<file path="src/rtl/irq_stat_pkg.sv">
package irq_stat_pkg;
  localparam int unsigned ADDR_STATUS = 0;
  localparam int unsigned ADDR_MASK   = 1;
  localparam int unsigned ADDR_CFG    = 2;
  localparam int unsigned CFG_EN_BIT  = 0;
  localparam int unsigned CFG_CLR_BIT = 3;

  typedef struct packed {
    logic clr;
    logic en;
  } cfg_t;
endpackage

</file>
<file path="src/rtl/irq_capture.sv">
module irq_capture #(
  parameter int unsigned NUM_SRC = 8
) (
  input  logic               clk,
  input  logic               rst_n,
  input  logic [NUM_SRC-1:0] evt_i,
  input  logic [NUM_SRC-1:0] mask_i,
  input  logic               pass_done_i,
  input  logic               rd_clr_i,
  output logic [NUM_SRC-1:0] status_o
);
  logic [NUM_SRC-1:0] pend_q, pend_nxt, status_q, status_kept;

  // masked sources are dropped at the door
  assign pend_nxt    = pend_q | (evt_i & ~mask_i);
  assign status_kept = rd_clr_i ? '0 : status_q;

  always_ff @(posedge clk or negedge rst_n) begin
    if (!rst_n) begin
      pend_q   <= '0;
      status_q <= '0;
    end else if (pass_done_i) begin
      // publication wins over a same-cycle read, accumulates
      status_q <= status_kept | pend_nxt;
      pend_q   <= '0;
    end else begin
      status_q <= status_kept;
      pend_q   <= pend_nxt;
    end
  end

  assign status_o = status_q;

  a_r1_read_clears: assert property (@(posedge clk) disable iff (!rst_n)
    (rd_clr_i && !pass_done_i) |=> (status_o == '0));

  a_r2_only_on_pass: assert property (@(posedge clk) disable iff (!rst_n)
    !pass_done_i |=> ((status_o & ~$past(status_o)) == '0));

  a_r4_masked_never_set: assert property (@(posedge clk) disable iff (!rst_n)
    (pass_done_i && (pend_q & mask_i) == '0 && (status_o & mask_i) == '0)
      |=> ((status_o & ~$past(status_o) & $past(mask_i)) == '0));
endmodule

</file>
<file path="src/rtl/irq_regs.sv">
module irq_regs
  import irq_stat_pkg::*;
#(
  parameter int unsigned NUM_SRC = 8,
  parameter int unsigned DATA_W  = 8,
  parameter int unsigned ADDR_W  = 3
) (
  input  logic               clk,
  input  logic               rst_n,
  input  logic               rd_i,
  input  logic               wr_i,
  input  logic [ADDR_W-1:0]  addr_i,
  input  logic [DATA_W-1:0]  wdata_i,
  input  logic [NUM_SRC-1:0] status_i,
  output logic [NUM_SRC-1:0] mask_o,
  output cfg_t               cfg_o,
  output logic               rd_clr_o,
  output logic [DATA_W-1:0]  rdata_o
);
  logic [NUM_SRC-1:0] mask_q;
  cfg_t               cfg_q;
  logic [DATA_W-1:0]  rdata_q, rdata_nxt;
  logic               hit_status, hit_mask, hit_cfg;

  assign hit_status = (addr_i == ADDR_W'(ADDR_STATUS));
  assign hit_mask   = (addr_i == ADDR_W'(ADDR_MASK));
  assign hit_cfg    = (addr_i == ADDR_W'(ADDR_CFG));
  assign rd_clr_o   = rd_i && hit_status;

  always_comb begin
    rdata_nxt = '0;
    if (hit_status) begin
      rdata_nxt[NUM_SRC-1:0] = status_i;
    end else if (hit_mask) begin
      rdata_nxt[NUM_SRC-1:0] = mask_q;
    end else if (hit_cfg) begin
      rdata_nxt[CFG_EN_BIT]  = cfg_q.en;
      rdata_nxt[CFG_CLR_BIT] = cfg_q.clr;
    end
  end

  always_ff @(posedge clk or negedge rst_n) begin
    if (!rst_n) begin
      mask_q  <= '0;
      cfg_q   <= '0;
      rdata_q <= '0;
    end else begin
      if (wr_i && hit_mask) mask_q <= wdata_i[NUM_SRC-1:0];
      if (wr_i && hit_cfg) begin
        cfg_q.en  <= wdata_i[CFG_EN_BIT];
        cfg_q.clr <= wdata_i[CFG_CLR_BIT];
      end
      if (rd_i) rdata_q <= rdata_nxt;
    end
  end

  assign mask_o  = mask_q;
  assign cfg_o   = cfg_q;
  assign rdata_o = rdata_q;

  a_r8_rdata_hold: assert property (@(posedge clk) disable iff (!rst_n)
    !rd_i |=> $stable(rdata_o));

  a_r8_cfg_stable: assert property (@(posedge clk) disable iff (!rst_n)
    !wr_i |=> $stable(cfg_o) && $stable(mask_o));
endmodule

</file>
<file path="src/rtl/irq_out.sv">
module irq_out
  import irq_stat_pkg::*;
#(
  parameter int unsigned NUM_SRC = 8
) (
  input  logic [NUM_SRC-1:0] status_i,
  input  logic [NUM_SRC-1:0] mask_i,
  input  cfg_t               cfg_i,
  output logic               int_oe_o,
  output logic               seq_hold_o
);
  logic live;

  assign live       = |(status_i & ~mask_i);
  assign int_oe_o   = cfg_i.en && !cfg_i.clr && live;
  assign seq_hold_o = cfg_i.clr;
endmodule

</file>
<file path="src/rtl/irq_status_unit.sv">
module irq_status_unit
  import irq_stat_pkg::*;
#(
  parameter int unsigned NUM_SRC = 8,
  parameter int unsigned DATA_W  = 8,
  parameter int unsigned ADDR_W  = 3
) (
  input  logic               clk,
  input  logic               rst_n,
  input  logic [NUM_SRC-1:0] evt_i,
  input  logic               pass_done_i,
  output logic               seq_hold_o,
  input  logic               reg_rd_i,
  input  logic               reg_wr_i,
  input  logic [ADDR_W-1:0]  reg_addr_i,
  input  logic [DATA_W-1:0]  reg_wdata_i,
  output logic [DATA_W-1:0]  reg_rdata_o,
  output logic               int_oe_o,
  output logic               int_do_o
);
  logic [NUM_SRC-1:0] status, mask;
  cfg_t               cfg;
  logic               rd_clr;

  irq_capture #(.NUM_SRC(NUM_SRC)) cap_i (
    .clk(clk), .rst_n(rst_n), .evt_i(evt_i), .mask_i(mask),
    .pass_done_i(pass_done_i), .rd_clr_i(rd_clr), .status_o(status)
  );

  irq_regs #(.NUM_SRC(NUM_SRC), .DATA_W(DATA_W), .ADDR_W(ADDR_W)) regs_i (
    .clk(clk), .rst_n(rst_n), .rd_i(reg_rd_i), .wr_i(reg_wr_i),
    .addr_i(reg_addr_i), .wdata_i(reg_wdata_i), .status_i(status),
    .mask_o(mask), .cfg_o(cfg), .rd_clr_o(rd_clr), .rdata_o(reg_rdata_o)
  );

  irq_out #(.NUM_SRC(NUM_SRC)) out_i (
    .status_i(status), .mask_i(mask), .cfg_i(cfg),
    .int_oe_o(int_oe_o), .seq_hold_o(seq_hold_o)
  );

  assign int_do_o = 1'b0;

  a_r6_clr_forces_off: assert property (@(posedge clk) disable iff (!rst_n)
    cfg.clr |-> !int_oe_o);

  a_r3_low_after_read: assert property (@(posedge clk) disable iff (!rst_n)
    (rd_clr && !pass_done_i) |=> !int_oe_o);

  a_r5_disabled_off: assert property (@(posedge clk) disable iff (!rst_n)
    !cfg.en |-> !int_oe_o);

  a_r6_hold_needs_write: assert property (@(posedge clk) disable iff (!rst_n)
    !reg_wr_i |=> $stable(seq_hold_o));

  a_r10_pin_data_zero: assert property (@(posedge clk) disable iff (!rst_n)
    int_do_o == 1'b0);
endmodule

</file>
<file path="config.mk">
export PLATFORM = sky130hd
export DESIGN_NAME = irq_status_unit
export DESIGN_NICKNAME = d
export VERILOG_FILES = /design/src/rtl/irq_stat_pkg.sv /design/src/rtl/irq_capture.sv /design/src/rtl/irq_regs.sv /design/src/rtl/irq_out.sv /design/src/rtl/irq_status_unit.sv
export SDC_FILE = /design/constraint.sdc
export NUM_CORES = 1
export LEC_CHECK = 0
export BUFFER_PORTS_ARGS = -buffer_cell sky130_fd_sc_hd__buf_2
export CORE_ASPECT_RATIO = 0.6
export CORE_MARGIN = 5
export CORE_UTILIZATION = 45
export DETAILED_ROUTE_END_ITERATION = 10
export PLACE_DENSITY_LB_ADDON = 0.12
export SLEW_MARGIN = 5
export SYNTH_ARGS = -nofsm -noshare
export SYNTH_HDL_FRONTEND = slang
export SYNTH_HIERARCHICAL = 1
export SYNTH_SLANG_ARGS = --single-unit
</file>
<file path="constraint.sdc">
create_clock -name clk -period 0.8 [get_ports clk]
set_input_delay 0 -clock clk [delete_from_list [all_inputs] [get_ports clk]]
set_output_delay 0 -clock clk [all_outputs]
set_load 0.005 [all_outputs]
</file>
Word-level counts from Yosys, hierarchy flattened
Index checks and enable logic that the tools add are counted.
{"block": "op_classes", "multipliers": 0, "n_mux": 10, "shift": 0, "div_mod_pow": 0, "n_bitwise": 5, "n_eq_ne": 2, "n_reduce_logical": 8, "magnitude_cmp": 0, "add_sub_neg": 0}
{"op": "$mux 8", "n": 4}
{"op": "$and 8x8->8", "n": 2}
{"op": "$or 8x8->8", "n": 2}
{"op": "$not 8->8", "n": 1}
{"op": "$reduce_or 8->1", "n": 1}
{"op": "$logic_and 1x1->1", "n": 5}
{"op": "$mux 1", "n": 4}
{"op": "$mux 4", "n": 1}
{"op": "$eq 3x1->1 const B", "n": 1}
{"op": "$eq 3x2->1 const B", "n": 1}
{"op": "$logic_not 3->1", "n": 1}
{"op": "$mux 2", "n": 1}
{"op": "$logic_not 1->1", "n": 1}
{"block": "totals", "reg_bits": 34, "latch_bits": 0, "romBits": 0, "output_inout_bits": 11, "in_bits": 24, "n_memories": 0, "ramBits": 0}

Depth between registers and ports, before layout
Gate-level depths: netlist (run 1).
{"block": "logic_depth", "depth_word": 5, "ltp_mapped": 6}

Modules after synthesis
Netlist (run 1), hierarchy kept.
{"mod": "irq_regs", "area_per_inst_um2": 835.8, "n_inst": 1, "cells_per_inst": 61, "seq_area_each_um2": 450.4}
{"mod": "irq_capture", "area_per_inst_um2": 720.7, "n_inst": 1, "cells_per_inst": 75, "seq_area_each_um2": 400.4}
{"mod": "irq_out", "area_per_inst_um2": 80.1, "n_inst": 1, "cells_per_inst": 15, "seq_area_each_um2": 0.0}
{"mod": "irq_status_unit", "area_per_inst_um2": 11.3, "n_inst": 1, "cells_per_inst": 2, "seq_area_each_um2": 0.0}

Worst setup path after synthesis (run 1)
No wires, ideal clock.
{"block": "synth_timing", "kind": "in2reg", "startpoint": "input port reg_addr_i[2]", "endpoint": "register cap_i.status_q[0] (netlist: cap_i/status_o[0])", "stages": 6, "slack_ns": -0.240, "arrival_ns": 0.902, "t_required_ns": 0.662, "cell_sequence": "nand2b_1 > or2_1 > clkbuf_1 > nor2_1 > clkbuf_2 > o221ai_1"}
{"block": "synth_via", "elab_chain_cells": 5}
{"element": "from (decl)", "line_no": "irq_status_unit.sv:15", "text": "input logic [ADDR_W-1:0] reg_addr_i,"}
{"element": "$logic_not 3->1 (*)", "line_no": "irq_regs.sv:25", "text": "assign hit_status = (addr_i == ADDR_W'(ADDR_STATUS));"}
{"element": "$logic_and 1x1->1 (*)", "line_no": "irq_regs.sv:28", "text": "assign rd_clr_o = rd_i && hit_status;"}
{"element": "via rd_clr", "line_no": "irq_status_unit.sv:23", "text": "logic rd_clr;"}
{"element": "$mux 8 (*)", "line_no": "irq_capture.sv:16", "text": "assign status_kept = rd_clr_i ? '0 : status_q;"}
{"element": "$or 8x8->8", "line_no": "irq_capture.sv:24", "text": "status_q <= status_kept | pend_nxt;"}
{"element": "$mux 8 (*)", "line_no": "irq_capture.sv:22", "text": "end else if (pass_done_i) begin"}
{"element": "to (signal assigned)", "line_no": "irq_capture.sv:24"}
{"element": "to (signal assigned)", "line_no": "irq_capture.sv:27", "text": "status_q <= status_kept;"}
{"element": "to (decl)", "line_no": "irq_capture.sv:12", "text": "logic [NUM_SRC-1:0] pend_q, pend_nxt, status_q, status_kept;"}
Mark *: on every way through the listed nets, which the timed path passes. The rest lies on a longest branch.
A chain may end at the register's enable or synchronous reset.

Worst setup path in the final report (run 1)
{"block": "layout_timing", "startpoint": "register cap_i.status_q[3] (netlist: cap_i/status_o[3])", "endpoint": "output port int_oe_o"}
{"block": "layout_via", "elab_chain_cells": 3}
{"element": "$and 8x8->8", "line_no": "irq_out.sv:14", "text": "assign live = |(status_i & ~mask_i);"}
{"element": "$reduce_or 8->1", "line_no": "irq_out.sv:14"}
{"element": "$logic_and 1x1->1", "line_no": "irq_out.sv:15", "text": "assign int_oe_o = cfg_i.en && !cfg_i.clr && live;"}
{"element": "to (decl)", "line_no": "irq_status_unit.sv:18", "text": "output logic int_oe_o,"}
Every way passes these cells.

==> results of run 1 <==
final cells by class:
class / instances / area (sq um)
fill: 265 / 1005
sequential: 34 / 850.8
tap: 47 / 58.81
clock inverter: 2 / 10.01
timing repair buffer: 84 / 664.4
inverter: 25 / 93.84
multi-input combinational: 86 / 843.3
clock buffer: 5 / 68.82
final timing paths:
kind                            slack (ns)           endpoint  depth (start not counted)         startpoint
min in group asynchronous             0.21  cap_i/status_o[3]                          3              rst_n
worst min-delay path                  0.06    cap_i/pend_q[0]                          3        pass_done_i
worst max-delay path                 -0.61           int_oe_o                          4  cap_i/status_o[3]
worst min register to register        0.50  cap_i/status_o[5]                          2    cap_i/pend_q[5]
worst max register to register       -0.18  regs_i/rdata_o[0]                          4    regs_i/cfg_o[0]
max in group asynchronous             0.42  regs_i/rdata_o[4]                          3              rst_n
per-layer routing:
| metal | GRT usage (%) | part of all wire [%] |
|---|---|---|
| met1 | 25.00 | 45 |
| met3 | 5.279 | 5.5 |
| met2 | 28.76 | 48 |
| met4 | 7.112 | 1.8 |
| met5 | 0 | 0 |
timing repair:
item                                    4_1_cts  5_1_grt
pin swaps                                    13        7
hold buffers                                 16        1
resized for setup                            27       18
endpoints found under the setup margin       36       42
setup buffers                                11        7
endpoints found under the hold margin        51        1
power by group through the flow:
stage,clock (uW),combinational (uW),sequential (uW)
finish,1220,1690,2160
global route,1310,1830,2190
CTS,1240,1470,2140
detailed placement,0,1150,2170
global placement,0,1120,2160
floorplan,0,604,2180
through the flow:
| stage | hold slack, ns | setup TNS (ns) | setup WS, ns | area [sq um] |
|---|---|---|---|---|
| 3_3_place_gp | -0.02766 | -4.759 | -0.2559 | 2052 |
| 3_5_place_dp | -0.02624 | -5.276 | -0.2643 | 2052 |
| 6_report | 0.05990 | -2.809 | -0.6054 | 2590 |
| 4_1_cts | 0.006360 | -2.560 | -0.5551 | 2464 |
| 5_1_grt | 0.07079 | -3.951 | -0.6671 | 2590 |
| 2_1_floorplan | -0.2956 | -1.582 | -0.1624 | 1697 |
cell usage after synthesis, drive strengths merged:
master	instances
nor2b	1
o2bb2ai	6
mux2	10
o41a	1
inv	25
buf	6
or2	1
dfrtp	34
o22ai	4
nand2	18
o221ai	8
nor2	3
mux2i	6
conb	1
nand2b	11
a22o	2
and4bb	2
a21oi	10
o21ai	2
clkbuf	2
flip-flops by register name (all words and copies together) (netlist names):
signal	count
cap_i/pend_q	8
regs_i/rdata_o	8
cap_i/status_o	8
regs_i/mask_o	8
regs_i/cfg_o	2
worst min-delay path, stage by stage:
cell	delay [ns]
sky130_fd_sc_hd__buf_2	0.10
sky130_fd_sc_hd__buf_12	0.17
sky130_fd_sc_hd__a21oi_2	0.04
cell families after synthesis:
family,synth area share [%]
other cells,0.2276
simple gates,11.24
flops,51.63
buf+inv,9.111
mux,12.30
compound gates,15.49
==> impl_metrics.json, run 1 <==
{
  "net-switching-power_uw": 1493,
  "place.gp.congestion": 0.7916,
  "grt_start_max_net_pins": 35,
  "grt_pass1_wl_um": 7058,
  "worst-endpoint-arrival_ns": 1.41,
  "routedWlPerCell_um": 15.47,
  "core-area_sq_um": 3595,
  "ctsLongestPathBuffers": 2,
  "synthDistinctLibCells": 26,
  "timing.critical_path.cells": "inv_1 -> o22ai_1 -> o41a_1 -> buf_2",
  "hold_violations": 0,
  "globalRouteTotalUtil_pct": 18.72,
  "cts_tree": "done",
  "synthTopCellsByArea": "sky130_fd_sc_hd__dfrtp_1 52%, sky130_fd_sc_hd__mux2_4 7.3%, sky130_fd_sc_hd__inv_1 5.7%",
  "criticalPathCategory": "reg -> out",
  "crit_buf_inv": 2,
  "grt_setup_unrepaired": "yes",
  "insertion_delay_ns": 0.29,
  "final_net_count": 260,
  "post_route_cells_drive_above_1_share_pct": 50.00,
  "outcome": "complete, but fails checks",
  "final_cell_mix": "34 x sky130_fd_sc_hd__dfrtp_1, 33 x sky130_fd_sc_hd__buf_2, 24 x sky130_fd_sc_hd__inv_1",
  "numPortBuffers": 33,
  "io_pins": 35,
  "clkSlewWorstSetupHoldPaths_ns": 0.07,
  "finalPower_uw": 5072,
  "maxCapViolations": 0,
  "first_global_vias": 1468,
  "antenna_cells": 0,
  "synthToLayoutAreaGrowth_pct": 57.18,
  "clock-skew-final_ns": 0.003725,
  "share_clk_of_total_power_pct": 24.1,
  "critical_path_required_ns": 0.80,
  "synth-seq-cells": 34,
  "floorplan.initialDensity_pct": 45.84,
  "yosysWarnings": 6,
  "number_of_standard_cell_rows_in_the_floorplan": 17,
  "layout_setup_ws_ns": -0.6054,
  "grt_antenna_before_repair": 0,
  "layout.cells.most_common": "sky130_fd_sc_hd__dfrtp_1",
  "synth_nets": 177,
  "pwr-share-comb_pct": 33.4,
  "internal-power_uw": 3579,
  "crit_path_launch_type": "register",
  "drt_first_iter_violations": 55,
  "first_pass_iters": 4,
  "static-leakage-power_uw": 0.001318,
  "timing.critical_path.fanout_max": 2,
  "crit_path_top_delay_cell": "sky130_fd_sc_hd__o41a_1",
  "dr_total_vias": 1404,
  "die-width_um": 88.12,
  "violations": "setup timing",
  "htree_num_levels": 2,
  "sequential_share_of_the_synthesized_area_pct": 51.63,
  "max_clock_freq_mhz": 711.5,
  "power.density_cell_area_nw_per_um2": 1958,
  "number_of_endpoints_failing_setup_at_the_final_stage": 30,
  "timing.critical_path.to_type": "primary output",
  "die_height_um": 56.88,
  "count_of_placed_standard_cells_in_the_final_layout_fillers_left_out": 283,
  "post-route-util_pct": 72.05,
  "final_max_tran_viols": 0,
  "synth_area_leader_cell": "sky130_fd_sc_hd__dfrtp_1",
  "post-route-min-period_ns": 1.405,
  "cts_root_buffer": "sky130_fd_sc_hd__clkbuf_8",
  "drc": 0,
  "min_period_over_period_pct": 175.7,
  "synth_cell_area_sq_um": 1648,
  "hpwl_um": 2855,
  "routed_wirelength_um": 4378,
  "die-area_sq_um": 5012,
  "timing.critical_path.max_delay_family": "compound AO/OA/AOI/OAI gates",
  "postSynthAreaPerCell_sq_um": 10.77,
  "worst_case_vdd_ir_drop_mv": 1.393,
  "placed_cells": 248,
  "share_seq_of_total_power_pct": 42.5,
  "p_sw_share_pct": 29.43,
  "synthesis.instances": 153,
  "hold_class": "in -> reg",
  "route.antenna.remaining_nets": 0,
  "numCtsBuffers": 5,
  "crit_path_max_incr_delay_ns": 0.45,
  "detail_route.vias_per_cell": 4.961,
  "synthDominantCellAreaShare_pct": 51.63,
  "cts.sink_count": 34,
  "grt_overflow_total": 0
}
Power figures use the tool's default switching activity.
==> inputs of run 2 (changes only) <==
--- a/config.mk
+++ b/config.mk
@@ -8,7 +8,7 @@
 export BUFFER_PORTS_ARGS = -buffer_cell sky130_fd_sc_hd__buf_2
 export CORE_ASPECT_RATIO = 0.6
 export CORE_MARGIN = 5
-export CORE_UTILIZATION = 45
+export CORE_UTILIZATION = 48
 export DETAILED_ROUTE_END_ITERATION = 10
 export PLACE_DENSITY_LB_ADDON = 0.12
 export SLEW_MARGIN = 5
==> run 2 against run 1 <==
The flow still finishes with violations (setup timing). Die area shrank 5.4%. Setup slack better by 0.018 ns. Sequential power hardly changed. Wire length up 1.1%. Clock-buffer cell count is the same.
==> impl_metrics.json, run 2 (same netlist as run 1, synthesis figures left out) <==
{
  "share_seq_of_total_power_pct": 42.3,
  "die-width_um": 85.64,
  "internal-power_uw": 3628,
  "die-area_sq_um": 4743,
  "cts_tree": "done",
  "p_sw_share_pct": 28.59,
  "first_global_vias": 1503,
  "timing.reg2reg.setup_slack_ns": -0.31,
  "power.density_cell_area_nw_per_um2": 1949,
  "antenna_cells": 0,
  "final_cell_mix": "34 x sky130_fd_sc_hd__dfrtp_1, 33 x sky130_fd_sc_hd__buf_2, 22 x sky130_fd_sc_hd__inv_1",
  "routed_wirelength_um": 4428,
  "maxCapViolations": 0,
  "grt_antenna_before_repair": 0,
  "critical_path.reg2reg.startpoint": "cap_i/status_o[3]",
  "hold_class": "in -> reg",
  "grt_pass1_wl_um": 7251,
  "timing.critical_path.fanout_max": 2,
  "worst_setup_path_startpoint": "cap_i/status_o[3]",
  "io_pins": 35,
  "final_net_count": 264,
  "route.antenna.remaining_nets": 0,
  "post-route-min-period_ns": 1.388,
  "static-leakage-power_uw": 0.001322,
  "globalRouteTotalUtil_pct": 19.56,
  "net-switching-power_uw": 1452,
  "final_max_tran_viols": 0,
  "numPortBuffers": 33,
  "ctsLongestPathBuffers": 2,
  "die_height_um": 55.39,
  "outcome": "complete, but fails checks",
  "detail_route.vias_per_cell": 4.926,
  "finalPower_uw": 5080,
  "hold_violations": 0,
  "place.gp.congestion": 0.7960,
  "layout.cells.most_common": "sky130_fd_sc_hd__dfrtp_1",
  "grt_start_max_net_pins": 35,
  "post_route_cells_drive_above_1_share_pct": 51.67,
  "worst_case_vdd_ir_drop_mv": 1.305,
  "core-area_sq_um": 3283,
  "hpwl_um": 2745,
  "grt_overflow_total": 0,
  "numCtsBuffers": 5,
  "finish.instance_area_sq_um": 2606,
  "r2r_end": "regs_i/rdata_o[3]",
  "criticalPathCategory": "reg -> out",
  "share_clk_of_total_power_pct": 23.3,
  "min_period_over_period_pct": 173.5,
  "placed_cell_area_sq_um": 2072,
  "drt_first_iter_violations": 48,
  "first_pass_iters": 4,
  "grt_setup_unrepaired": "yes",
  "floorplan.initialDensity_pct": 50.19,
  "critical_path_required_ns": 0.80,
  "insertion_delay_ns": 0.28,
  "drc": 0,
  "worst-endpoint-arrival_ns": 1.39,
  "cts.sink_count": 34,
  "layout_setup_ws_ns": -0.5878,
  "worst-r2r-cell-count": 5,
  "number_of_standard_cell_rows_in_the_floorplan": 16,
  "synthToLayoutAreaGrowth_pct": 58.16,
  "routedWlPerCell_um": 15.54,
  "number_of_endpoints_failing_setup_at_the_final_stage": 34,
  "violations": "setup timing",
  "max_clock_freq_mhz": 720.6,
  "dr_total_vias": 1404,
  "timing.critical_path.to_type": "primary output",
  "clock-skew-final_ns": 0.005121,
  "clkSlewWorstSetupHoldPaths_ns": 0.07,
  "htree_num_levels": 2,
  "crit_path_launch_type": "register",
  "cts_root_buffer": "sky130_fd_sc_hd__clkbuf_8",
  "crit_end": "int_oe_o",
  "pwr-share-comb_pct": 34.4
}
run 2: power groups by stage:
| stage | clock network (uW) | registers (uW) | logic [uW] |
|---|---|---|---|
| 6_report | 1180 | 2150 | 1750 |
| 5_1_grt | 1270 | 2180 | 1880 |
| 4_1_cts | 1200 | 2150 | 1550 |
| 3_5_place_dp | 0 | 2160 | 1190 |
| 3_3_place_gp | 0 | 2150 | 1170 |
| 2_1_floorplan | 0 | 2180 | 604 |
run 2: stage by stage:
| stage | hold slack (ns) | util, % | TNS, ns | instances | setup WS, ns |
|---|---|---|---|---|---|
| 4_1_cts | 0.05883 | 76.49 | -2.758 | 280 | -0.5676 |
| 2_1_floorplan | -0.2956 | - | -1.582 | 153 | -0.1624 |
| 3_5_place_dp | -0.02982 | 63.11 | -5.153 | 249 | -0.2629 |
| 3_3_place_gp | -0.03156 | 63.11 | -4.786 | 249 | -0.2469 |
| 6_report | 0.06733 | 79.38 | -3.137 | 285 | -0.5878 |
| 5_1_grt | 0.07417 | 79.38 | -4.282 | 285 | -0.5968 |
run 2: area by class of cell:
type | count | area [sq um]
sequential | 34 | 850.8
inverter | 25 | 93.84
clock buffer | 5 | 68.82
multi-input combinational | 86 | 817.0
clock inverter | 2 | 10.01
fill | 211 | 676.9
tap | 45 | 56.30
timing repair buffer | 88 | 709.4
run 2: worst max-delay path, cell delays in order (launching register included):
cell and delay (ns):
sky130_fd_sc_hd__dfrtp_1 0.39, sky130_fd_sc_hd__inv_1 0.07, sky130_fd_sc_hd__o22ai_1 0.08, sky130_fd_sc_hd__o41a_1 0.44, sky130_fd_sc_hd__buf_2 0.14
run 2: worst min path at each step:
stage                     start              end  slack, ns  depth (start not counted)
global route        pass_done_i  cap_i/pend_q[0]       0.07                          3
global placement          rst_n  regs_i/cfg_o[0]      -0.03                          2
finish              pass_done_i  cap_i/pend_q[7]       0.07                          3
detailed placement        rst_n  cap_i/pend_q[3]      -0.03                          2
floorplan                 rst_n  cap_i/pend_q[0]      -0.30                          0
CTS                 pass_done_i  cap_i/pend_q[2]       0.06                          3
run 2: repair_timing:
action	4_1_cts	5_1_grt
hold buffers	17	0
endpoints found under the setup margin	33	43
resized for setup	34	14
pin swaps	7	8
endpoints found under the hold margin	52	0
setup buffers	7	6
run 2: routing by layer:
metal / global-route usage, % / vias to the layer above / routed length, um
met4: 3.386 / 0 / 22
li1: - / 689 / -
met3: 4.458 / 4 / 236
met5: 0 / - / 0
met1: 26.21 / 678 / 1956
met2: 32.74 / 33 / 2212
